<file path="src/rtl/mxbus_pkg.sv">
package mxbus_pkg;

    localparam int ADDR_W  = 26;
    localparam int DATA_W  = 32;
    localparam int SIZE_W  = 3;
    localparam int IWAIT_W = 2;
    localparam int MAX_BEATS = 8;
    localparam int BEAT_W  = $clog2(MAX_BEATS + 1);
    localparam int PAD_W   = DATA_W - SIZE_W - ADDR_W;

    typedef enum logic [1:0] {
        ST_IDLE  = 2'd0,
        ST_HDR   = 2'd1,
        ST_IWAIT = 2'd2,
        ST_DATA  = 2'd3
    } mx_state_e;

    typedef struct packed {
        logic [SIZE_W-1:0] size;
        logic [ADDR_W-1:0] addr;
        logic              dma;
    } mx_req_t;

    typedef struct packed {
        logic frame;
        logic cs;
        logic rnw;
        logic we;
        logic bs;
        logic dack;
        logic oe;
    } mx_strobe_t;

    function automatic logic [BEAT_W-1:0] beats_for(input logic [SIZE_W-1:0] size);
        if (size[SIZE_W-1])
            return BEAT_W'(MAX_BEATS);
        else if (size == 3'b011)
            return BEAT_W'(2);
        else
            return BEAT_W'(1);
    endfunction

    function automatic logic [DATA_W-1:0] pack_header(input logic [SIZE_W-1:0] size,
                                                      input logic [ADDR_W-1:0] addr);
        return {size, {PAD_W{1'b0}}, addr};
    endfunction

endpackage

</file>
<file path="src/rtl/mxbus_down_counter.sv">
module mxbus_down_counter #(
    parameter int W = 4
) (
    input  logic         clk,
    input  logic         rst,
    input  logic         load,
    input  logic [W-1:0] load_val,
    input  logic         dec,
    output logic         is_zero,
    output logic         is_one
);
    logic [W-1:0] cnt_q;

    always_ff @(posedge clk) begin
        if (rst)
            cnt_q <= '0;
        else if (load)
            cnt_q <= load_val;
        else if (dec && cnt_q != '0)
            cnt_q <= cnt_q - W'(1);
    end

    assign is_zero = (cnt_q == '0);
    assign is_one  = (cnt_q == W'(1));
endmodule

</file>
<file path="src/rtl/mxbus_strobe_decode.sv">
module mxbus_strobe_decode
    import mxbus_pkg::*;
(
    input  mx_state_e  state,
    input  logic       first_data,
    input  logic       dma,
    output mx_strobe_t strb
);
    always_comb begin
        strb = '{frame: 1'b0, cs: 1'b0, rnw: 1'b1, we: 1'b0,
                 bs: 1'b0, dack: 1'b0, oe: 1'b0};
        if (state != ST_IDLE) begin
            strb.frame = 1'b1;
            strb.cs    = 1'b1;
            strb.rnw   = 1'b0;
            strb.dack  = dma;
            strb.oe    = 1'b1;
        end
        case (state)
            ST_HDR:  strb.bs = 1'b1;
            ST_DATA: begin
                strb.we = 1'b1;
                strb.bs = first_data;
            end
            default: ;
        endcase
    end
endmodule

</file>
<file path="src/rtl/mxbus_wr_master.sv">
module mxbus_wr_master
    import mxbus_pkg::*;
(
    input  logic                clk,
    input  logic                rst,
    input  logic                req_valid,
    output logic                req_ready,
    input  logic [SIZE_W-1:0]   req_size,
    input  logic [ADDR_W-1:0]   req_addr,
    input  logic                req_dma,
    input  logic [IWAIT_W-1:0]  cfg_iwait,
    input  logic [DATA_W-1:0]   wr_data,
    output logic                wr_pop,
    input  logic                tgt_ready,
    output logic [DATA_W-1:0]   bus_ad,
    output logic                bus_ad_oe,
    output logic                bus_frame,
    output logic                bus_cs,
    output logic                bus_rnw,
    output logic                bus_we,
    output logic                bus_bs,
    output logic                bus_dack
);
    mx_state_e  state_q, state_d;
    mx_req_t    req_q;
    logic       first_q;
    logic       accept;
    logic       wait_zero, wait_one, beat_zero, beat_one;
    mx_strobe_t strb;

    assign req_ready = (state_q == ST_IDLE);
    assign accept    = req_ready && req_valid;
    assign wr_pop    = (state_q == ST_DATA) && tgt_ready;

    // Internal wait counter, loaded at acceptance.
    mxbus_down_counter #(.W(IWAIT_W)) u_wait_cnt (
        .clk      (clk),
        .rst      (rst),
        .load     (accept),
        .load_val (cfg_iwait),
        .dec      (state_q == ST_IWAIT),
        .is_zero  (wait_zero),
        .is_one   (wait_one)
    );

    // Remaining beat counter.
    mxbus_down_counter #(.W(BEAT_W)) u_beat_cnt (
        .clk      (clk),
        .rst      (rst),
        .load     (accept),
        .load_val (beats_for(req_size)),
        .dec      (wr_pop),
        .is_zero  (beat_zero),
        .is_one   (beat_one)
    );

    always_comb begin
        state_d = state_q;
        case (state_q)
            ST_IDLE:  if (req_valid) state_d = ST_HDR;
            ST_HDR:   state_d = wait_zero ? ST_DATA : ST_IWAIT;
            ST_IWAIT: if (wait_one) state_d = ST_DATA;
            ST_DATA:  if (tgt_ready && (beat_one || beat_zero)) state_d = ST_IDLE;
            default:  state_d = ST_IDLE;
        endcase
    end

    always_ff @(posedge clk) begin
        if (rst) begin
            state_q <= ST_IDLE;
            req_q   <= '0;
            first_q <= 1'b0;
        end else begin
            state_q <= state_d;
            if (accept)
                req_q <= '{size: req_size, addr: req_addr, dma: req_dma};
            first_q <= (state_d == ST_DATA) && (state_q != ST_DATA);
        end
    end

    mxbus_strobe_decode u_decode (
        .state      (state_q),
        .first_data (first_q),
        .dma        (req_q.dma),
        .strb       (strb)
    );

    always_comb begin
        case (state_q)
            ST_IDLE: bus_ad = '0;
            ST_HDR:  bus_ad = pack_header(req_q.size, req_q.addr);
            default: bus_ad = wr_data;
        endcase
    end

    assign bus_ad_oe = strb.oe;
    assign bus_frame = strb.frame;
    assign bus_cs    = strb.cs;
    assign bus_rnw   = strb.rnw;
    assign bus_we    = strb.we;
    assign bus_bs    = strb.bs;
    assign bus_dack  = strb.dack;
endmodule

</file>
<file path="config.mk">
export PLATFORM = sky130hd
export DESIGN_NAME = mxbus_wr_master
export DESIGN_NICKNAME = d
export VERILOG_FILES = /design/src/rtl/mxbus_pkg.sv /design/src/rtl/mxbus_down_counter.sv /design/src/rtl/mxbus_strobe_decode.sv /design/src/rtl/mxbus_wr_master.sv
export SDC_FILE = /design/constraint.sdc
export NUM_CORES = 1
export LEC_CHECK = 0
export ABC_AREA = 0
export ABC_CLOCK_PERIOD_IN_PS = 5200
export BUFFER_PORTS_ARGS = -buffer_cell sky130_fd_sc_hd__buf_4
export CAP_MARGIN = 5
export CORE_ASPECT_RATIO = 0.7
export CORE_MARGIN = 8
export CORE_UTILIZATION = 53
export CTS_BUF_LIST = sky130_fd_sc_hd__clkbuf_4 sky130_fd_sc_hd__clkbuf_8
export DETAILED_ROUTE_END_ITERATION = 16
export HOLD_SLACK_MARGIN = 0.15
export PLACE_DENSITY = 0.94
export SLEW_MARGIN = 20
export SYNTH_ARGS = -nofsm -noshare
export SYNTH_HDL_FRONTEND = slang
export SYNTH_HIERARCHICAL = 1
export SYNTH_SLANG_ARGS = --single-unit
</file>
<file path="constraint.sdc">
create_clock -name clk -period 5.2 [get_ports clk]
set_clock_uncertainty 0.15 [all_clocks]
set_input_delay 1.3 -clock clk [delete_from_list [all_inputs] [get_ports clk]]
set_output_delay 1.3 -clock clk [all_outputs]
set_load 0.01 [all_outputs]
</file>
# After elaboration in Yosys (flattened, before gate mapping)
# Cells that the tools add are included.
# totals
register_bits	39
inputBits	68
out_inout_bits	41
elab_cells	48
# classes
add_sub_neg	2
eq_ne	8
muxes	16
reduce_logical	15
# ops
cell	n
$pmux 32 s2	1
$mux 2	7
$mux 4	3
$pmux 2 s4	1
$reduce_bool 2->1	4
$eq 2x2->1 const B	3
$logic_and 1x1->1	6
$eq 2x1->1 const B	2
$eq 4x1->1 const B	1
$logic_not 2->1	2
$logic_not 4->1	1
$reduce_bool 4->1	1
$sub 4x1->4 const B	1
$eq 3x2->1 const B	1
$mux 3	1
$mux 1	2
$ne 2x2->1 const B	1
$pmux 1 s2	1
$sub 2x1->2 const B	1
$logic_or 1x1->1	1

# Logic depth before layout (Yosys ltp)
# depth
depth_word	7
mapped_depth	6
depth_no_buf	6

# Hierarchy
# Netlist, hierarchy kept.
# by_module_without_submodules
mod	instances	cells_each	area_per_inst_um2	seq_area_each_um2
mxbus_wr_master	1	253	1974.4	660.6
mxbus_down_counter (u_beat_cnt)	1	31	282.8	80.1
mxbus_down_counter (u_wait_cnt)	1	15	138.9	40.0
mxbus_strobe_decode	1	8	55.1	0.0

# Worst setup path after synthesis
# Ideal clock, no wire load.
# synth_path
kind	input -> output
from	input port tgt_ready
to	output port wr_pop
arrival_ns	1.634
t_required_ns	3.750
path_slack_ns	2.116
cell_stages	1
path_buffers	0
path_cell_list	and3_1
# synth_via
elab_chain_cells	1
# synth_rtl
item	line_no	rtl
start, declared	mxbus_wr_master.sv:14	input logic tgt_ready,
$logic_and 1x1->1	mxbus_wr_master.sv:33	assign wr_pop = (state_q == ST_DATA) && tgt_ready;
end, declared	mxbus_wr_master.sv:13	output logic wr_pop,
# No other way between the ends.

# Worst setup path after layout
# layout_path
from	register state_q[0]
to	output port wr_pop
# layout_via
elab_chain_cells	2
# layout_rtl
item	line_no	rtl
start, declared	mxbus_wr_master.sv:24	mx_state_e state_q, state_d;
start signal, assigned	mxbus_wr_master.sv:74	state_q <= state_d;
$eq 2x2->1	mxbus_wr_master.sv:33	
$logic_and 1x1->1	mxbus_wr_master.sv:33	
# No other way between the ends.

==> results.md <==
Timing:
- Adding up every negative setup slack in the final design gives 0 ns.
- Setup violations remaining at the end of the flow were counted as 0.
- Subtracting the final worst setup slack from the clock period gives 3.47 ns.
- The relative slew slack is 0.594.
- Of the available clock period, the critical path in the final layout requires 0.667.
- The final hold slack is 0.324 ns.
- The final-report hold violation count is 0.
- Setup repair after global routing left no endpoint under its margin.
- The count of final max-slew check failures is 0.
- The slew at the pin closest to its max-slew limit is 0.609 ns.
- Derived from the worst setup path, the maximum achievable clock frequency is 288 MHz.

Synth:
- The synthesized area per cell is 7.98 um^2.
- The netlist area before placement is 2450 um^2.
- For this run, asynchronously set or reset flops after synthesis account for 0.
- The number of enable flip-flop cells after synthesis is 0.
- Yosys attributes the largest share of cell area to dfxtp_1, nand2b_1, mux2i_1.
- The share of the synthesized area in the top cell type is 0.319.
- The leading area contributor after synthesis is dfxtp_1.
- The register area share after synthesis is 0.319.
- Synthesis inferred 39 register bits.
- The post-synthesis net count is 379.
- Counting every instance in the synthesized netlist gives 307.
- The warning count from the yosys run is 6.
- The distinct cell type count of the synthesized netlist is 42.
- The dominant register cell in the synthesized netlist is dfxtp_1.

Power and ir drop:
- Power spread over the standard cell area amounts to 293 nW/um^2.
- The analysis attributes to cell leakage a power of 0.00145 uW.
- VDD sags by at most 0.000216 V.

Cells and area:
- In the final layout, the share of cells above drive strength 1 is 0.321.
- Compared with the post-synthesis result, the final layout area differs by 35.2%.
- The final core utilization is 0.752.
- The number of fillers in the final layout is 343.
- The count of nets after finishing is 473.
- The most common library cell in the layout ignoring fill and taps is buf_4.
- The number of antenna diodes is 0.
- Leaving out fill and tap cells, the most frequent cells in the layout are buf_4, nand2_1, nand2b_1.
- The final cell count without fillers is 457.

Setup path:
- The library cell contributing the largest single delay on the critical path is dfxtp_1.
- The register-to-register path setup slack is 2.74 ns.
- The worst register-to-register path begins at state_q[0].
- Among the stages of the critical path, the cell type that occurs most often is buf_4.
- STA puts the critical path data required time at 3.75 ns.
- The worst register-to-register path ends at u_beat_cnt/cnt_q[3].
- The biggest cell delay along the critical path is 0.69 ns.
- The worst path buffer plus inverter count is 2.
- The signal on the critical path passes through buf_4, and3_1, buf_4.
- The kind of cell adding the most delay to the critical path is flip-flops.
- The critical path launch point type is a register.
- Measured in cells, the most critical reg-to-reg path has a length of 5.
- Of all nets on the critical path, the largest fanout is 25.
- The type of destination of the critical path is an output pin.
- The arrival time at the worst endpoint is 2.02 ns.
- The critical path class is reg2out.

Routing:
- The length of the first detailed-routing pass in iterations is 4.
- The number of DRC violations after detailed routing is 0.
- The detail route stage leaves a number of antenna-violating nets equal to 0.
- Dividing the detail-routed wire length by the instance count gives 13.9 um.
- The total routed wirelength is 6.35 mm.
- The routed layout has 2298 vias.
- After the first detailed-routing iteration, the DRC count stood at 86.
- After detailed routing, the number of vias per cell comes to 5.03.

Global routing:
- The largest net degree at the start of global routing is 74.
- The number of global-route vias before repair came to 2312.
- The first global-routing pass estimated 10.3 mm of wire.
- The global-route usage over all layers is 0.176.
- Global routing finished with a remaining overflow of 0.
- The met2 usage is 0.283.
- The initial antenna violation count came to 0.
- For this run, global-route usage on met3 was measured as 0.0785.
- After global routing, the most crowded layer is met2.
- In the global route stage, met1 resource usage came out at 0.202.

CTS:
- The clock tree from TritonCTS is done.
- The maximum clock insertion buffer count is 2.
- The clock transition at the registers of the reported paths is 0.07 ns.
- The later pin in the worst-skew pair is clocked with a latency of 0.28 ns.
- The root buffer cell is clkbuf_8.
- The clock sink total is 39.
- The H-tree depth reported by CTS is 2.
- The number of buffers inserted to repair setup after CTS is 0.
- In this run, post-CTS hold repair placed 0 buffers.
- Buffers inserted during clock tree synthesis total 5.
- The number of gates resized after CTS is 0.

Hold path:
- The worst hold path belongs to the class reg2reg.
- The startpoint of the worst hold path is req_q[7].
- The path with the worst hold slack has its endpoint at req_q[7].
- The number of cells traversed by the worst hold path is 2.

Floorplan:
- The floorplan core area is 4400 um^2.
- The overall die width is 97.3 um.
- The number of top-level pins is 109.
- The total die area is 7090 um^2.
- The effective utilization at floorplan is 0.557.
- Row generation in the floorplan step produced 20 rows.
- The die extent in y is 72.9 um.

Placed design:
- The cell count after placement is 449.
- At the end of routability-driven placement, the weighted congestion stood at 0.826.
- The final HPWL from detailed placement is 4.72 mm.
- The number of input and output port buffers inserted is 108.

Run:
- The tool flagged a number of max-cap violations equal to 0.

Status:
- The run finished with clean final reports.
## flip-flops by register name, summed over array words and instances, names as in the netlist
name / count
state_q: 2
first_q: 1
req_q: 30
u_wait_cnt/cnt_q: 2
u_beat_cnt/cnt_q: 4
## metrics by stage
step           area, um^2  setup WS [ns]  total power (uW)
2_1_floorplan        2450           2.12               620
3_3_place_gp         3210           1.85               745
3_5_place_dp         3210           1.81               758
4_1_cts              3310           1.70               985
5_1_grt              3310           1.60              1040
6_report             3310           1.73               972
## kinds of logic after synthesis
family,after synthesis,share of synthesized area
XOR/XNOR,1,0.00357
AO/OA/AOI/OAI,44,0.116
multiplexers,32,0.131
flip-flops,39,0.319
AND/OR/NAND/NOR,153,0.335
adder cells (fa/ha/maj),4,0.0204
buffers and inverters,33,0.0740
other,1,0.00153
## Yosys cell counts (all sizes together) (2+ instances only)
master,instances
a211oi,3
nor2b,2
nand2b,61
nor2,9
mux2i,32
dfxtp,39
nor3b,2
o21ai,29
and2,5
ha,4
buf,13
clkbuf,11
or2,2
nand3b,3
nand2,63
a311oi,2
a21oi,3
inv,9
## layer usage
| layer | vias up | wire [um] |
|---|---|---|
| li1 | 1182 | - |
| met1 | 1025 | 2950 |
| met2 | 87 | 2750 |
| met3 | 4 | 597 |
| met4 | 0 | 48 |
| met5 | - | 0 |
## power breakdown
group	total, uW	leakage, uW	internal, uW	switching, uW
sequential	393	0.000321	338	55.0
combinational	357	0.00107	187	170
clock	222	0.0000549	126	96.2
## worst reg2reg max path: stages, from the launching register on
cell      delay [ns]
dfxtp_1         0.69
buf_4           0.41
and3_1          0.45
nor4b_2         0.31
mux2i_1         0.24
a211oi_1        0.09
## worst max path at each step
| stage | startpoint | end | depth (start not counted) |
|---|---|---|---|
| after floorplan | tgt_ready | wr_pop | 1 |
| final | state_q[0] | wr_pop | 3 |
| after global routing | state_q[0] | wr_pop | 3 |
| after CTS | state_q[1] | wr_pop | 2 |
| after detailed placement | tgt_ready | wr_pop | 3 |
| after global placement | tgt_ready | wr_pop | 3 |
## final cells by class
class                      instances  area, um^2  share of cell area
timing repair buffer             111         833               0.252
tap                               55        68.8              0.0208
multi-input combinational        235        1490               0.449
inverter                           9        33.8              0.0102
clock buffer                       8         104              0.0313
sequential                        39         785               0.237
Power figures use the tool's default switching activity.
